**src/rtl/spi_seq_pkg.sv**
```systemverilog
package spi_seq_pkg;

    typedef enum logic [1:0] {
        ST_IDLE  = 2'd0,
        ST_SHIFT = 2'd1,
        ST_GAP   = 2'd2
    } seq_state_t;

    localparam logic [7:0] VERSION_ID = 8'd2;

    localparam int A_ABORT  = 0;
    localparam int A_LAUNCH = 1;
    localparam int A_NBITS  = 3;
    localparam int A_GAP    = 5;
    localparam int A_RUNS   = 9;
    localparam int A_GATE   = 13;
    localparam int A_BUFSZ  = 14;
    localparam int A_BUF    = 16;

endpackage

```
**src/rtl/spi_seq_regs.sv**
```systemverilog
module spi_seq_regs
    import spi_seq_pkg::*;
#(
    parameter int MEM_BYTES = 16,
    parameter int ADDR_W    = 6,
    localparam int BITS     = MEM_BYTES * 8,
    localparam int IDX_W    = $clog2(BITS),
    localparam int BW       = $clog2(MEM_BYTES)
) (
    input  logic              clk,
    input  logic              rst_n,
    input  logic              we,
    input  logic [ADDR_W-1:0] addr,
    input  logic [7:0]        wdata,
    output logic [7:0]        rdata,
    input  logic              ready,
    input  logic              cap_en,
    input  logic [IDX_W-1:0]  cap_idx,
    input  logic              cap_bit,
    output logic              soft_rst,
    output logic              start_wr,
    output logic [15:0]       cfg_nbits,
    output logic [31:0]       cfg_gap,
    output logic [31:0]       cfg_runs,
    output logic              cfg_gate,
    output logic [BITS-1:0]   tx_flat
);

    localparam int RX_BASE = A_BUF + MEM_BYTES;
    localparam int RX_END  = A_BUF + 2 * MEM_BYTES;

    logic [BITS-1:0]   tx_q, rx_q;
    logic [ADDR_W-1:0] toff, roff;
    logic              is_tx, is_rx;

    assign toff  = addr - ADDR_W'(A_BUF);
    assign roff  = addr - ADDR_W'(RX_BASE);
    assign is_tx = (int'(addr) >= A_BUF) && (int'(addr) < RX_BASE);
    assign is_rx = (int'(addr) >= RX_BASE) && (int'(addr) < RX_END);

    assign soft_rst = we && (int'(addr) == A_ABORT);
    assign start_wr = we && (int'(addr) == A_LAUNCH);
    assign tx_flat  = tx_q;

    always_ff @(posedge clk) begin
        if (!rst_n) begin
            cfg_nbits <= '0;
            cfg_gap   <= '0;
            cfg_runs  <= '0;
            cfg_gate  <= 1'b0;
            tx_q      <= '0;
            rx_q      <= '0;
        end else begin
            if (we) begin
                for (int i = 0; i < 2; i++)
                    if (int'(addr) == A_NBITS + i) cfg_nbits[i*8 +: 8] <= wdata;
                for (int i = 0; i < 4; i++) begin
                    if (int'(addr) == A_GAP + i)  cfg_gap[i*8 +: 8]  <= wdata;
                    if (int'(addr) == A_RUNS + i) cfg_runs[i*8 +: 8] <= wdata;
                end
                if (int'(addr) == A_GATE) cfg_gate <= wdata[0];
                if (is_tx) tx_q[{toff[BW-1:0], 3'b000} +: 8] <= wdata;
            end
            if (cap_en) rx_q[{cap_idx[IDX_W-1:3], ~cap_idx[2:0]}] <= cap_bit;
        end
    end

    always_comb begin
        rdata = 8'h00;
        if (is_tx) begin
            rdata = tx_q[{toff[BW-1:0], 3'b000} +: 8];
        end else if (is_rx) begin
            rdata = rx_q[{roff[BW-1:0], 3'b000} +: 8];
        end else begin
            for (int i = 0; i < 2; i++)
                if (int'(addr) == A_NBITS + i) rdata = cfg_nbits[i*8 +: 8];
            for (int i = 0; i < 4; i++) begin
                if (int'(addr) == A_GAP + i)  rdata = cfg_gap[i*8 +: 8];
                if (int'(addr) == A_RUNS + i) rdata = cfg_runs[i*8 +: 8];
            end
            if (int'(addr) == A_ABORT)     rdata = VERSION_ID;
            if (int'(addr) == A_LAUNCH)    rdata = {7'd0, ready};
            if (int'(addr) == A_GATE)      rdata = {7'd0, cfg_gate};
            if (int'(addr) == A_BUFSZ)     rdata = 8'(MEM_BYTES);
            if (int'(addr) == A_BUFSZ + 1) rdata = 8'(MEM_BYTES >> 8);
        end
    end

    // a bus write into the receive area leaves the receive buffer untouched
    p_rx_write_ignored_r3: assert property (@(posedge clk) disable iff (!rst_n)
        (we && is_rx && !cap_en) |=> $stable(rx_q));

endmodule

```
**src/rtl/spi_seq_engine.sv**
```systemverilog
module spi_seq_engine
    import spi_seq_pkg::*;
#(
    parameter int MEM_BYTES = 16,
    localparam int BITS     = MEM_BYTES * 8,
    localparam int IDX_W    = $clog2(BITS)
) (
    input  logic             clk,
    input  logic             rst_n,
    input  logic             soft_rst,
    input  logic             start_req,
    input  logic [15:0]      cfg_nbits,
    input  logic [31:0]      cfg_gap,
    input  logic [31:0]      cfg_runs,
    input  logic [BITS-1:0]  tx_flat,
    input  logic             miso,
    output logic             ready,
    output logic             sclk,
    output logic             sen_n,
    output logic             mosi,
    output logic             cap_en,
    output logic [IDX_W-1:0] cap_idx,
    output logic             cap_bit
);

    seq_state_t  state, state_nx;
    logic        ph;
    logic [15:0] bitc;
    logic [31:0] repc;
    logic [31:0] waitc;
    logic [15:0] eff_bits;
    logic        launch, last_bit, seq_done;

    assign eff_bits = (cfg_nbits > 16'(BITS)) ? 16'(BITS) : cfg_nbits;
    assign launch   = start_req && (eff_bits != 16'd0);
    assign last_bit = ph && (bitc == eff_bits - 16'd1);
    assign seq_done = (cfg_runs != 32'd0) && ((repc + 32'd1) >= cfg_runs);

    // state register
    always_ff @(posedge clk) begin
        if (!rst_n) state <= ST_IDLE;
        else        state <= state_nx;
    end

    // transitions
    always_comb begin
        state_nx = state;
        unique case (state)
            ST_IDLE:  if (launch) state_nx = ST_SHIFT;
            ST_SHIFT: if (last_bit) begin
                          if (seq_done)                state_nx = ST_IDLE;
                          else if (cfg_gap == 32'd0)   state_nx = ST_SHIFT;
                          else                         state_nx = ST_GAP;
                      end
            ST_GAP:   if (waitc == 32'd0) state_nx = ST_SHIFT;
            default:  state_nx = ST_IDLE;
        endcase
        if (soft_rst) state_nx = ST_IDLE;
    end

    // bit, run and gap counters
    always_ff @(posedge clk) begin
        if (!rst_n || soft_rst) begin
            ph    <= 1'b0;
            bitc  <= '0;
            repc  <= '0;
            waitc <= '0;
        end else begin
            unique case (state)
                ST_IDLE: begin
                    ph   <= 1'b0;
                    bitc <= '0;
                    repc <= '0;
                end
                ST_SHIFT: begin
                    ph <= ~ph;
                    if (ph) begin
                        if (last_bit) begin
                            bitc  <= '0;
                            repc  <= repc + 32'd1;
                            waitc <= cfg_gap - 32'd1;
                        end else begin
                            bitc <= bitc + 16'd1;
                        end
                    end
                end
                ST_GAP:  waitc <= waitc - 32'd1;
                default: ph <= 1'b0;
            endcase
        end
    end

    // outputs
    always_comb begin
        ready   = (state == ST_IDLE);
        sen_n   = (state != ST_SHIFT);
        sclk    = (state == ST_SHIFT) && ph;
        mosi    = (state == ST_SHIFT) ? tx_flat[{bitc[IDX_W-1:3], ~bitc[2:0]}] : 1'b0;
        cap_en  = (state == ST_SHIFT) && !ph && !soft_rst;
        cap_idx = bitc[IDX_W-1:0];
        cap_bit = miso;
    end

    // idle lines are quiet
    p_idle_quiet_r1: assert property (@(posedge clk) disable iff (!rst_n)
        (state == ST_IDLE) |-> (sen_n && !sclk && !mosi));

    // serial clock toggles every cycle while shifting continues
    p_sclk_toggles_r5: assert property (@(posedge clk) disable iff (!rst_n)
        (state == ST_SHIFT && $past(state) == ST_SHIFT) |-> (sclk != $past(sclk)));

    // abort reaches idle on the next cycle
    p_abort_idle_r11: assert property (@(posedge clk) disable iff (!rst_n)
        soft_rst |=> ready);

    // bit index never leaves the clamped window
    p_bit_window_r12: assert property (@(posedge clk) disable iff (!rst_n)
        (state == ST_SHIFT) |-> (bitc < eff_bits && int'(bitc) < BITS));

endmodule

```
**src/rtl/spi_seq_top.sv**
```systemverilog
module spi_seq_top
    import spi_seq_pkg::*;
#(
    parameter int MEM_BYTES = 16,
    parameter int ADDR_W    = 6
) (
    input  logic              clk,
    input  logic              rst_n,
    input  logic              bus_we,
    input  logic [ADDR_W-1:0] bus_addr,
    input  logic [7:0]        bus_wdata,
    output logic [7:0]        bus_rdata,
    input  logic              ext_start,
    output logic              sclk,
    output logic              sen_n,
    output logic              mosi,
    input  logic              miso
);

    localparam int BITS  = MEM_BYTES * 8;
    localparam int IDX_W = $clog2(BITS);

    logic             soft_rst, start_wr, cfg_gate, ready;
    logic [15:0]      cfg_nbits;
    logic [31:0]      cfg_gap, cfg_runs;
    logic [BITS-1:0]  tx_flat;
    logic             cap_en, cap_bit;
    logic [IDX_W-1:0] cap_idx;
    logic             start_req;

    assign start_req = start_wr || (ext_start && cfg_gate);

    spi_seq_regs #(.MEM_BYTES(MEM_BYTES), .ADDR_W(ADDR_W)) regs_i (
        .clk       (clk),
        .rst_n     (rst_n),
        .we        (bus_we),
        .addr      (bus_addr),
        .wdata     (bus_wdata),
        .rdata     (bus_rdata),
        .ready     (ready),
        .cap_en    (cap_en),
        .cap_idx   (cap_idx),
        .cap_bit   (cap_bit),
        .soft_rst  (soft_rst),
        .start_wr  (start_wr),
        .cfg_nbits (cfg_nbits),
        .cfg_gap   (cfg_gap),
        .cfg_runs  (cfg_runs),
        .cfg_gate  (cfg_gate),
        .tx_flat   (tx_flat)
    );

    spi_seq_engine #(.MEM_BYTES(MEM_BYTES)) engine_i (
        .clk       (clk),
        .rst_n     (rst_n),
        .soft_rst  (soft_rst),
        .start_req (start_req),
        .cfg_nbits (cfg_nbits),
        .cfg_gap   (cfg_gap),
        .cfg_runs  (cfg_runs),
        .tx_flat   (tx_flat),
        .miso      (miso),
        .ready     (ready),
        .sclk      (sclk),
        .sen_n     (sen_n),
        .mosi      (mosi),
        .cap_en    (cap_en),
        .cap_idx   (cap_idx),
        .cap_bit   (cap_bit)
    );

endmodule

```
**config.mk**
```make
export PLATFORM = sky130hd
export DESIGN_NAME = spi_seq_top
export DESIGN_NICKNAME = d
export VERILOG_FILES = /design/src/rtl/spi_seq_pkg.sv /design/src/rtl/spi_seq_regs.sv /design/src/rtl/spi_seq_engine.sv /design/src/rtl/spi_seq_top.sv
export SDC_FILE = /design/constraint.sdc
export NUM_CORES = 1
export LEC_CHECK = 0
export CELL_PAD_IN_SITES_DETAIL_PLACEMENT = 1
export CELL_PAD_IN_SITES_GLOBAL_PLACEMENT = 1
export CORE_ASPECT_RATIO = 0.6
export CORE_MARGIN = 2
export CORE_UTILIZATION = 49
export DETAILED_ROUTE_END_ITERATION = 8
export HOLD_SLACK_MARGIN = 0.03
export PLACE_DENSITY_LB_ADDON = 0.1
export SLEW_MARGIN = 20
export SYNTH_ARGS = -nofsm -noshare
export SYNTH_HDL_FRONTEND = slang
export SYNTH_SLANG_ARGS = --single-unit
```
**constraint.sdc**
```tcl
create_clock -name clk -period 4.5 [get_ports clk]
set_input_delay 0.45 -clock clk [delete_from_list [all_inputs] [get_ports clk]]
set_output_delay 0.45 -clock clk [all_outputs]
set_load 0.005 [all_outputs]
```
After elaboration in Yosys (flattened, before gate mapping)
Cells that the tools add are included.
Word-level totals
  bits in registers: 420
  input bits: 19
  output and inout port bits: 11
  logic and storage cells: 146
Operators by class
  add/sub/neg operators: 8
  $lt $le $gt $ge: 8
  equal/unequal tests: 22
  shifts and indexed selects: 4
  mux-type cells: 41
  bitwise logic cells: 3
  reduce and logical (&&, ||, !) cells: 42
Operator list (number)
  bitwise mux 128 bit: 2
  variable part select 128 x 8 -> 8 bit: 2
  two-way mux 8 bit: 17
  two-way mux 32 bit: 4
  one-hot mux 32 bit (2 select lines): 2
  variable shift 8 x 9 -> 128 bit (first input constant): 1
  variable part select 8 x 9 -> 128 bit: 1
  zero test 32 bit: 2
  subtractor 32 x 1 -> 32 bit (second input constant): 2
  equality test 6 x 5 -> 1 bit (second input constant): 8
  two-way mux 16 bit: 3
  adder 32 x 1 -> 32 bit (second input constant): 1
  greater-or-equal comparator 32 bit: 1
  one-hot mux 16 bit (2 select lines): 1
  nonzero test 32 bit: 1
  AND reduction 2 bit: 13
  equality test 6 x 4 -> 1 bit (second input constant): 4
  adder 16 x 1 -> 16 bit (second input constant): 1
  equality test 16 bit: 1
  greater-than comparator 16 x 8 -> 1 bit (second input constant): 1
  nonzero test 16 bit: 1
  subtractor 16 x 1 -> 16 bit (second input constant): 1
  logical AND 1 bit: 12
  less-than comparator 6 bit (second input constant): 2
  other kinds (26): 44

Longest topological paths before layout
Gate-level depths: netlist of the first run.
  depth in word-level cells: 18
  gate-level depth with buffers: 20
  gate-level depth less buffers: 15

By module
From an unflattened synthesis of the first run, not the netlist that was laid out.
Unflattened totals
  cells, all modules: 2736
  area, all modules: 24843.8 um^2
By module, submodules not included
  spi_seq_regs: times used 1, cells an instance 1772, area each 16938.7 um^2, sequential area each 6746.5 um^2
  spi_seq_engine: times used 1, cells an instance 963, area each 7897.6 um^2, sequential area each 1661.6 um^2
  spi_seq_top: times used 1, cells an instance 1, area each 7.5 um^2, sequential area each 0.0 um^2

Least setup slack after synthesis of the first run
OpenSTA, ideal clock, no wires.
  path kind: reg2reg
  start: register engine_i.state[0]
  end: register engine_i.waitc[28]
  setup time: 132 ps
  arrival time: 3925 ps
  data required time: 4368 ps
  path slack: 443 ps
  stages on the path, launching flop included: 16
  buffers on the path: 6
  clock period less this slack: 4057 ps
  path through: dfxtp_1 > nand2b_1 > buf_2 > buf_2 > clkbuf_1 > clkbuf_1 > clkbuf_1 > mux2i_1 > ha_1 > nand4_1 > nor4_1 > nand2_1 > clkbuf_1 > o21ai_0 > mux2_2 > o21ai_0
Between the ends
  word-level cells in the longest chain between the ends: 3
  elaborated cells on any way between the ends: 7
  classes of those cells: 4 x eq/ne; 1 x mux; 2 x reduce/logical
RTL lines
  start, declared: RTL line spi_seq_engine.sv:26  | seq_state_t state, state_nx;
  start signal, assigned: RTL line spi_seq_engine.sv:42  | else state <= state_nx;
  equality test 2 x 1 -> 1 bit or equality test 2 bit (tied branches): RTL line spi_seq_engine.sv:69  | unique case (state)
  != test 2 x 1 -> 1 bit (no source line) or nonzero test 2 bit (tied branches)
  AND reduction 3 bit (no source line)
  end signal, assigned: RTL line spi_seq_engine.sv:81  | waitc <= cfg_gap - 32'd1;
  end signal, assigned: RTL line spi_seq_engine.sv:87  | ST_GAP: waitc <= waitc - 32'd1;
  end, declared: RTL line spi_seq_engine.sv:30  | logic [31:0] waitc;
Parallel ways exist; a longest one is shown, timed or not.
A chain may end at the register's enable or synchronous reset.

Worst setup path after layout of the first run
  start: register engine_i.bitc[1]
  end: output mosi
Between the ends
  word-level cells in the longest chain between the ends: 4
RTL lines
  start, declared: RTL line spi_seq_engine.sv:28  | logic [15:0] bitc;
  start signal, assigned: RTL line spi_seq_engine.sv:83  | bitc <= bitc + 16'd1;
  NOT 3 bit: RTL line spi_seq_engine.sv:98  | mosi = (state == ST_SHIFT) ? tx_flat[{bitc[IDX_W-1:3], ~bitc[2:0]}] : 1'b0;
  binary-select mux 1 bit (select 7 bit): RTL line spi_seq_engine.sv:98
  two-way mux 1 bit (implied by the code): RTL line spi_seq_engine.sv:98
  two-way mux 1 bit: RTL line spi_seq_engine.sv:98
  end, declared: RTL line spi_seq_top.sv:16  | output logic mosi,
Every way passes these cells. The select of a mux whose other input is x is not followed.

==> impl_metrics.env, run 1 <==
export IMPL_die_area_um2=52600
export IMPL_crit_arrival_ns=4.00
export IMPL_track_usage=0.3799
export IMPL_syn_area_um2=24850
export IMPL_port_buffers=29
export IMPL_whs_ns=0.4478
export IMPL_worstPathRequired_ns=4.05
export IMPL_cts_path_max_buffers=3
export IMPL_ys_seq_area_frac=0.3383
export IMPL_gp_congestion=0.9771
export IMPL_ff2ff_setup_slack_ns=0.20
export IMPL_reg2reg_from="regs_i.cfg_nbits[3]$_SDFFE_PN0P_"
export IMPL_criticalPathCategory="reg -> out"
export IMPL_drt_iter0_drc=3026
export IMPL_antenna_found_initial=6
export IMPL_r2r_end="engine_i.waitc[6]$_SDFFE_PP0P_"
export IMPL_core_area_um2=49740
export IMPL_vias=24073
export IMPL_drc_errors=0
export IMPL_post_drt_wl_per_cell_um=28.01
export IMPL_end_kind="output pin"
export IMPL_yosysUniqueCellTypes=95
export IMPL_wl_mm=100.6
export IMPL_viasPerCell=6.700
export IMPL_drive_gt1_frac=0.1269
export IMPL_num_rows=63
export IMPL_max_cap_viol_count=0
export IMPL_grt_pass1_vias=23740
export IMPL_numCtsBuffers=43
export IMPL_yosys_warnings=0
export IMPL_synth_edf_count=0
export IMPL_hold_viol=0
export IMPL_holdPathStages=2
export IMPL_start_util=0.4997
export IMPL_fin_crit_ns=4.454
export IMPL_finalSetupViolCount=0
export IMPL_synth_ff_type="dfxtp_1"
export IMPL_final_max_slew_viol_count=0
export IMPL_dp_hpwl_mm=72.45
export IMPL_grt_ovfl_total=0
export IMPL_h_tree_depth=2
export IMPL_synth_cells=2916
export IMPL_outcome="finished, final reports clean"
export IMPL_nets=2935
export IMPL_postRouteAntennaNets=0
export IMPL_r2r_cells=14
export IMPL_grt_max_degree=128
export IMPL_ios=30
export IMPL_skew_ns=0.03064
export IMPL_period_share=0.9897
export IMPL_stdcell_count=3593
export IMPL_max_slew_margin_rel=0.2114
export IMPL_die_w_um=294.7
export IMPL_cts_tree="built"
export IMPL_async_flop_share=0
export IMPL_rsz0062_at_grt="false"
export IMPL_fmax_mhz=224.5
export IMPL_grt_pass1_wl_mm=151.5
export IMPL_die_h_um=178.4
export IMPL_firstDrtPassIters=6
export IMPL_min_path_type="in -> reg"
export IMPL_clk_latency_ns=0.59
export IMPL_path_clk_slew_ns=0.07
export IMPL_dp_cells=3512
export IMPL_critPathMaxFanout=20
export IMPL_syn_avg_cell_area_um2=8.523
export IMPL_synth_top_cell_area_share=0.3383
export IMPL_whs_endpoint="regs_i.rx_q[62]$_SDFFE_PN0P_"
export IMPL_start_kind="flip-flop"
export IMPL_worstHoldStart="rst_n"
export IMPL_cts_root_buf="clkbuf_16"
export IMPL_ys_seq_elements=420
export IMPL_final_cell_area_um2=27510
export IMPL_synthTopCellsByArea="dfxtp_1, mux4_2, mux2i_1, a21boi_0, nand2_1"
export IMPL_place_area_um2=26020
export IMPL_power_density_nw_per_um2=331.5
export IMPL_yosysTopAreaCell="dfxtp_1"
export IMPL_holdBufCountCts=0
export IMPL_vdd_drop_max_uv=266.7
export IMPL_p_leak_nw=9.473
export IMPL_worst_pin_slew_ns=1.174
export IMPL_syn_nets=2975
export IMPL_cts_sink_count=420
export IMPL_fin_setup_tns_ns=0
export IMPL_syn_to_final_growth_pct=10.70
[where the power goes]
group	internal (mW)	switching, mW	leakage, nW
Sequential	3.76	0.0816	3.39
Combinational	0.445	1.05	5.37
Clock	2.10	1.68	0.714
Total	6.31	2.81	9.47
[layer usage]
metal	vias to the layer above	wire [um]	GRT usage	share of wire
met5	-	33	0	0.00033
met4	6	2387	0.08929	0.024
met3	186	12620	0.1160	0.13
met2	1278	40450	0.5316	0.40
met1	12083	45140	0.5631	0.45
li1	10520	-	-	-
[cell usage after synthesis (40+ instances only)]
cell,n
nand2_1,324
mux4_2,86
nor2_1,131
nand3_1,233
a21oi_1,92
nor2b_1,144
nor3_1,46
o21ai_0,192
dfxtp_1,420
mux2i_1,161
ha_1,40
clkbuf_1,205
a21boi_0,188
inv_1,60
[per-stage QoR]
| stage | power (mW) | setup slack, ns | utilization |
|---|---|---|---|
| after floorplan | 4.726 | 0.4431 | - |
| after global placement | 5.311 | 0.1206 | 0.5231 |
| after detailed placement | 5.353 | 0.08631 | 0.5231 |
| after CTS | 9.065 | 0.03460 | 0.5522 |
| after global routing | 9.349 | 0.02168 | 0.5531 |
| final | 9.121 | 0.04629 | 0.5531 |
[final cells by class]
cell class                      count  area (um^2)
Antenna cell                        3        7.507
Clock buffer                       61         1275
Clock inverter                     16        161.4
Fill cell                        5737        22230
Inverter                           61        229.0
Multi-Input combinational cell   2188        15230
Sequential cell                   420         8417
Tap cell                          682        853.3
Timing Repair Buffer              162         1335
[worst max-delay path by stage]
stage / from / endpoint / slack, ns / cells after the start
final: engine_i.bitc[1]$_SDFFE_PP0P_ / mosi / 0.05 / 10
after global placement: regs_i.cfg_nbits[3]$_SDFFE_PN0P_ / engine_i.waitc[7]$_SDFFE_PP0P_ / 0.12 / 13
after global routing: regs_i.cfg_nbits[3]$_SDFFE_PN0P_ / engine_i.waitc[2]$_SDFFE_PP0P_ / 0.02 / 14
after floorplan: engine_i.state[0]$_SDFFE_PP0P_ / engine_i.waitc[28]$_SDFFE_PP0P_ / 0.44 / 15
after detailed placement: regs_i.cfg_nbits[3]$_SDFFE_PN0P_ / engine_i.waitc[7]$_SDFFE_PP0P_ / 0.09 / 13
after CTS: engine_i.bitc[2]$_SDFFE_PP0P_ / mosi / 0.03 / 10
[layout by cell type (no fill, tap or decap), types with 32 or more instances in the layout]
cell / Yosys / routed
xnor2_1: 32 / 32
nor4_1: 36 / 35
mux2i_1: 161 / 161
nor2b_1: 144 / 141
nand2_1: 324 / 323
a21boi_0: 188 / 188
a21oi_1: 92 / 92
nor2_1: 131 / 130
ha_1: 40 / 40
o21ai_0: 192 / 192
clkbuf_16: 0 / 44
nor3_1: 46 / 45
nand3_1: 233 / 233
mux4_2: 86 / 86
dfxtp_1: 420 / 417
inv_1: 60 / 60
a22oi_1: 38 / 38
and2_1: 38 / 40
buf_4: 4 / 130
[registers in the layout, summed over array words and instances, names as in the netlist]
| signal | cells |
|---|---|
| engine_i.bitc | 16 |
| engine_i.ph | 1 |
| engine_i.repc | 32 |
| engine_i.state | 2 |
| engine_i.waitc | 32 |
| regs_i.cfg_gap | 32 |
| regs_i.cfg_gate | 1 |
| regs_i.cfg_nbits | 16 |
| regs_i.cfg_runs | 32 |
| regs_i.rx_q | 128 |
| regs_i.tx_flat | 128 |
[critical path, cell delays in order (launching register included)]
cell             delay [ns]
dfxtp_4                0.45
nor2_1                 0.63
and2_1                 0.41
a22oi_1                0.13
nand3_1                0.11
a221oi_1               0.08
a21oi_1                0.39
a211oi_1               0.16
o41ai_1                0.38
buf_4                  0.19
clkdlybuf4s50_1        0.49
[cell families after synthesis]
| kind of cell | share of synthesized area |
|---|---|
| AND/OR/NAND/NOR | 0.2226 |
| AO/OA/AOI/OAI | 0.1980 |
| flip-flops | 0.3383 |
| buffers and inverters | 0.05045 |
| multiplexers | 0.1509 |
| XOR/XNOR | 0.01963 |
| adder cells (fa/ha/maj) | 0.02014 |
[repair_timing]
item	4_1_cts	5_1_grt
pin swaps	0	1
setup endpoints to repair	1	12
buffers inserted	0	1
resized for setup	4	4
No activity file was read; power rests on OpenSTA's default activity.
==> run 2, diff against run 1 <==
--- a/config.mk
+++ b/config.mk
@@ -12,6 +12,7 @@
 export CORE_UTILIZATION = 49
 export DETAILED_ROUTE_END_ITERATION = 8
 export HOLD_SLACK_MARGIN = 0.03
+export MAX_ROUTING_LAYER = met4
 export PLACE_DENSITY_LB_ADDON = 0.1
 export SLEW_MARGIN = 20
 export SYNTH_ARGS = -nofsm -noshare
==> run 2 against run 1 <==
  * Maximum frequency increased by 0.21%
  * Global-route usage is 1.3 points higher
  * Clock skew shrank 0.0094 ns
  * Flip-flop and latch count is the same
==> impl_metrics.env, run 2 (synthesized netlist as in run 1, its figures left out) <==
export IMPL_outcome="finished, final reports clean"
export IMPL_p_leak_nw=9.509
export IMPL_antenna_found_initial=8
export IMPL_drt_iter0_drc=2903
export IMPL_power_density_nw_per_um2=336.8
export IMPL_wl_mm=102.1
export IMPL_vdd_drop_max_uv=334.7
export IMPL_die_area_um2=52600
export IMPL_fin_crit_ns=4.444
export IMPL_nets=2937
export IMPL_reg2reg_from="regs_i.cfg_nbits[3]$_SDFFE_PN0P_"
export IMPL_drc_errors=0
export IMPL_h_tree_depth=2
export IMPL_whs_endpoint="regs_i.cfg_gate$_SDFFE_PN0P_"
export IMPL_drive_gt1_frac=0.1291
export IMPL_gp_congestion=0.9933
export IMPL_hold_viol=0
export IMPL_fin_util=0.5548
export IMPL_critPathBufInv=2
export IMPL_clk_latency_ns=0.59
export IMPL_holdPathStages=3
export IMPL_num_rows=63
export IMPL_post_drt_wl_per_cell_um=28.37
export IMPL_skew_ns=0.02122
export IMPL_max_slew_margin_rel=0.1967
export IMPL_syn_to_final_growth_pct=11.04
export IMPL_cts_root_buf="clkbuf_16"
export IMPL_fin_setup_tns_ns=0
export IMPL_worst_pin_slew_ns=1.201
export IMPL_postRouteAntennaNets=0
export IMPL_crit_top_cell="a211oi_1"
export IMPL_ff2ff_setup_slack_ns=0.14
export IMPL_holdBufCountCts=0
export IMPL_vias=24079
export IMPL_grt_ovfl_total=0
export IMPL_port_buffers=29
export IMPL_min_path_type="in -> reg"
export IMPL_firstDrtPassIters=5
export IMPL_grt_pass1_vias=23413
export IMPL_stdcell_count=3600
export IMPL_whs_ns=0.3557
export IMPL_end_kind="output pin"
export IMPL_cts_path_max_buffers=3
export IMPL_r2r_end="engine_i.waitc[7]$_SDFFE_PP0P_"
export IMPL_critPathMaxFanout=20
export IMPL_worstPathRequired_ns=4.05
export IMPL_grt_pass1_wl_mm=151.1
export IMPL_cts_tree="built"
export IMPL_path_delay_family="compound AO/OA/AOI/OAI gates"
export IMPL_worstHoldStart="bus_we"
export IMPL_track_usage=0.3931
export IMPL_viasPerCell=6.689
export IMPL_core_area_um2=49740
export IMPL_final_common_cell="dfxtp_1"
export IMPL_crit_arrival_ns=3.99
export IMPL_critPathSlowestCell="a211oi_1"
export IMPL_r2r_cells=13
export IMPL_dp_cells=3513
export IMPL_max_cap_viol_count=0
export IMPL_fmax_mhz=225.0
export IMPL_start_util=0.4997
export IMPL_criticalPathCategory="reg -> out"
export IMPL_numCtsBuffers=44
export IMPL_die_h_um=178.4
export IMPL_max_stage_delay_ns=0.53
export IMPL_final_max_slew_viol_count=0
export IMPL_grt_max_degree=221
export IMPL_period_share=0.9876
export IMPL_die_w_um=294.7
export IMPL_cts_sink_count=420
export IMPL_ios=30
export IMPL_rsz0062_at_grt="false"
export IMPL_layout_common_cells="dfxtp_1, nand2_1, nand3_1, o21ai_0, a21boi_0"
export IMPL_finalSetupViolCount=0
export IMPL_dp_hpwl_mm=72.69
export IMPL_start_kind="flip-flop"
export IMPL_path_cells="nor2b_1 -> and2_1 -> a221oi_1 -> o221ai_1 -> nor2_1 -> a211oi_1 -> a211oi_1 -> o41ai_1 -> buf_4 -> clkdlybuf4s50_1"
export IMPL_path_clk_slew_ns=0.06
## run 2: cell count changes in the layout (fill, tap and decap cells not counted), sizes merged
cell,before,now
buf,140,143
bufinv,2,4
clkdlybuf4s50,22,20
clkinv,12,13
clkinvlp,1,2
diode,3,6
inv,62,61
## run 2: how the worst max path moves through the flow
| stage | start | to | slack (ns) | depth (start not counted) |
|---|---|---|---|---|
| 5_1_grt | engine_i.bitc[1]$_SDFFE_PP0P_ | mosi | 0.008 | 10 |
| 6_report | engine_i.bitc[1]$_SDFFE_PP0P_ | mosi | 0.06 | 10 |
| 3_5_place_dp | regs_i.cfg_nbits[3]$_SDFFE_PN0P_ | engine_i.waitc[7]$_SDFFE_PP0P_ | 0.09 | 13 |
| 2_1_floorplan | engine_i.state[0]$_SDFFE_PP0P_ | engine_i.waitc[28]$_SDFFE_PP0P_ | 0.44 | 15 |
| 4_1_cts | engine_i.bitc[1]$_SDFFE_PP0P_ | mosi | 0.09 | 10 |
| 3_3_place_gp | regs_i.cfg_nbits[3]$_SDFFE_PN0P_ | engine_i.waitc[7]$_SDFFE_PP0P_ | 0.12 | 13 |
## run 2: tightest hold or removal path, delay by kind of cell
family                 cells  cell delay, ns
AO/OA/AOI/OAI              1            0.08
buffers and inverters      1            0.22
AND/OR/NAND/NOR            1            0.13
## run 2: layout make-up
class,instances,area [um^2]
tap,682,853.3
inverter,61,229.0
antenna,6,15.01
fill,5757,22140
timing repair buffer,163,1329
clock inverter,19,237.7
multi-input combinational,2188,15250
clock buffer,61,1265
sequential,420,8416
## run 2: metal layers
metal  vias up  track usage  share of wire
li1      10510            -              -
met1     12146       0.5648           0.45
met2      1245       0.5281           0.40
met3       178       0.1266           0.13
met4         0      0.08865          0.020
met5         -            -              0
## run 2: power breakdown
group | internal, mW | leakage (nW) | switching, mW
Sequential | 3.76 | 3.39 | 0.0706
Clock | 2.21 | 0.740 | 1.72
Combinational | 0.452 | 5.38 | 1.08
## run 2: repair_timing
| item | in CTS | in global routing |
|---|---|---|
| setup buffers | 0 | 1 |
| gates cloned | 0 | 0 |
| setup endpoints to repair | 2 | 3 |
| gates resized for setup | 3 | 7 |
## run 2: metrics by stage
| stage | worst slack, ns | area (um^2) | power, mW |
|---|---|---|---|
| floorplan | 0.4431 | 24850 | 4.726 |
| detailed placement | 0.08600 | 26020 | 5.362 |
| global route | 0.008414 | 27600 | 9.528 |
| global placement | 0.1228 | 26020 | 5.325 |
| CTS | 0.09403 | 27540 | 9.243 |
| finish | 0.05580 | 27600 | 9.295 |
==> run 3, diff against run 2 <==
--- a/config.mk
+++ b/config.mk
@@ -9,7 +9,8 @@
 export CELL_PAD_IN_SITES_GLOBAL_PLACEMENT = 1
 export CORE_ASPECT_RATIO = 0.6
 export CORE_MARGIN = 2
-export CORE_UTILIZATION = 49
+export CORE_UTILIZATION = 51
+export CTS_BUF_LIST = sky130_fd_sc_hd__clkbuf_4 sky130_fd_sc_hd__clkbuf_8
 export DETAILED_ROUTE_END_ITERATION = 8
 export HOLD_SLACK_MARGIN = 0.03
 export MAX_ROUTING_LAYER = met4
==> run 3 against run 2 <==
  * Count of clock-buffer cells in the layout up 48
  * Setup slack lost 0.018 ns
  * Non-clock buffer count stayed put
  * Cell area decreased by 0.33%
  * Hold slack worse by 0.088 ns
  * Critical path type unchanged
  * Critical endpoint unchanged
  * Largest power group is now registers
  * Highest routed layer unchanged
==> impl_metrics.env, run 3 (synthesized netlist as in run 1, its figures left out) <==
export IMPL_place_area_um2=25990
export IMPL_hold_viol=0
export IMPL_crit_arrival_ns=4.01
export IMPL_gr_usage_met3=0.1065
export IMPL_start_kind="flip-flop"
export IMPL_postRouteAntennaNets=0
export IMPL_path_cells="nor2_1 -> and2_1 -> a22oi_1 -> nand3_1 -> a221oi_1 -> a21oi_1 -> a211oi_1 -> o41ai_1 -> buf_4 -> clkdlybuf4s50_1"
export IMPL_vdd_drop_max_uv=244.3
export IMPL_wl_mm=101.6
export IMPL_outcome="finished, final reports clean"
export IMPL_cts_tree="built"
export IMPL_drive_gt1_frac=0.1432
export IMPL_port_buffers=29
export IMPL_final_common_cell="dfxtp_1"
export IMPL_cts_sink_count=420
export IMPL_grt_ovfl_total=0
export IMPL_nets=2962
export IMPL_die_w_um=289.0
export IMPL_gp_congestion=1.010
export IMPL_final_seq_area_um2=8416
export IMPL_grt_max_degree=253
export IMPL_whs_ns=0.2679
export IMPL_grt_util_met1=0.6089
export IMPL_critPathBufInv=2
export IMPL_worstPathRequired_ns=4.05
export IMPL_met2_usage=0.5494
export IMPL_max_slew_margin_rel=0.2786
export IMPL_layout_common_cells="dfxtp_1, nand2_1, nand3_1, o21ai_0, a21boi_0"
export IMPL_die_area_um2=50570
export IMPL_drc_errors=0
export IMPL_fmax_mhz=224.1
export IMPL_cts_setup_buffers=0
export IMPL_end_kind="output pin"
export IMPL_track_usage=0.4124
export IMPL_dp_hpwl_mm=72.33
export IMPL_path_delay_family="simple AND/OR/NAND/NOR gates"
export IMPL_min_path_type="in -> reg"
export IMPL_p_leak_nw=9.555
export IMPL_viasPerCell=6.842
export IMPL_setup_slack_ns=0.03748
export IMPL_h_tree_depth=3
export IMPL_fin_crit_ns=4.463
export IMPL_max_stage_delay_ns=0.62
export IMPL_critPathSlowestCell="nor2_1"
export IMPL_firstDrtPassIters=5
export IMPL_grt_busiest_layer="met1"
export IMPL_vias=24616
export IMPL_numCtsBuffers=69
export IMPL_stdcell_count=3598
export IMPL_criticalPathCategory="reg -> out"
export IMPL_num_rows=62
export IMPL_pre_cts_ws_ns=0.3067
export IMPL_post_drt_wl_per_cell_um=28.23
export IMPL_core_area_um2=47940
export IMPL_fin_util=0.5737
export IMPL_cts_root_buf="clkbuf_8"
export IMPL_clk_latency_ns=0.66
export IMPL_grt_pass1_wl_mm=154.2
export IMPL_holdBufCountCts=0
export IMPL_start_util=0.5184
export IMPL_skew_ns=0.04410
export IMPL_grt_pass1_vias=24194
export IMPL_critPathMaxFanout=22
export IMPL_multi_input_area_um2=15240
export IMPL_cts_resized=5
export IMPL_fill_cells=5595
export IMPL_antenna_found_initial=5
export IMPL_period_share=0.9917
export IMPL_max_cap_viol_count=0
export IMPL_power_density_nw_per_um2=331.5
export IMPL_dp_cells=3472
export IMPL_ios=30
export IMPL_drt_iter0_drc=3277
export IMPL_final_max_slew_viol_count=0
export IMPL_worst_pin_slew_ns=1.081
export IMPL_syn_to_final_growth_pct=10.67
export IMPL_final_cell_area_um2=27510
export IMPL_finalSetupViolCount=0
export IMPL_path_clk_slew_ns=0.08
export IMPL_cts_path_max_buffers=3
export IMPL_rsz0062_at_grt="true"
export IMPL_die_h_um=175.0
[run 3: changes by cell type in the layout (fill, tap and decap cells not counted), sizes merged]
cell           change
clkdlybuf4s50      +1
buf                -1
clkinvlp           -1
bufinv             -3
diode              -1
inv                +3
clkbuf            +48
clkinv             -6
[run 3: stage by stage]
stage	TNS, ns	power, mW
floorplan	0	4.726
global route	-0.008618	9.357
CTS	0	9.045
detailed placement	0	5.355
global placement	0	5.308
finish	0	9.117
[run 3: final cells by class]
cell class,count,share of cell area
Multi-Input combinational cell,2188,0.5541
Sequential cell,420,0.3060
Clock buffer,109,0.04954
Timing Repair Buffer,163,0.04836
Tap cell,640,0.02911
Inverter,61,0.008325
Clock inverter,12,0.004140
Antenna cell,5,0.0004549
[run 3: report_power, final]
part	internal [mW]	switching, mW	total (mW)	leakage [nW]
combinational	0.445	1.07	1.51	5.38
clock	1.99	1.77	3.76	0.786
sequential	3.76	0.0757	3.84	3.39
[run 3: routing by layer]
layer	routed length [um]	vias up
met5	0	-
met4	2673	0
met3	11780	213
met2	41060	1397
met1	46050	12428
li1	-	10578
[run 3: worst paths after layout]
check,start,to,slack (ns),cells after the start
min,bus_we,regs_i.cfg_gate$_SDFFE_PN0P_,0.27,3
min reg2reg,regs_i.rx_q[55]$_SDFFE_PN0P_,regs_i.rx_q[55]$_SDFFE_PN0P_,0.47,2
max,engine_i.bitc[1]$_SDFFE_PP0P_,mosi,0.04,10
max reg2reg,regs_i.cfg_nbits[3]$_SDFFE_PN0P_,engine_i.waitc[4]$_SDFFE_PP0P_,0.21,15
[run 3: worst min-delay path, stage by stage]
cell and delay [ns]:
buf_2 0.21, nand4_1 0.12, a21boi_0 0.07
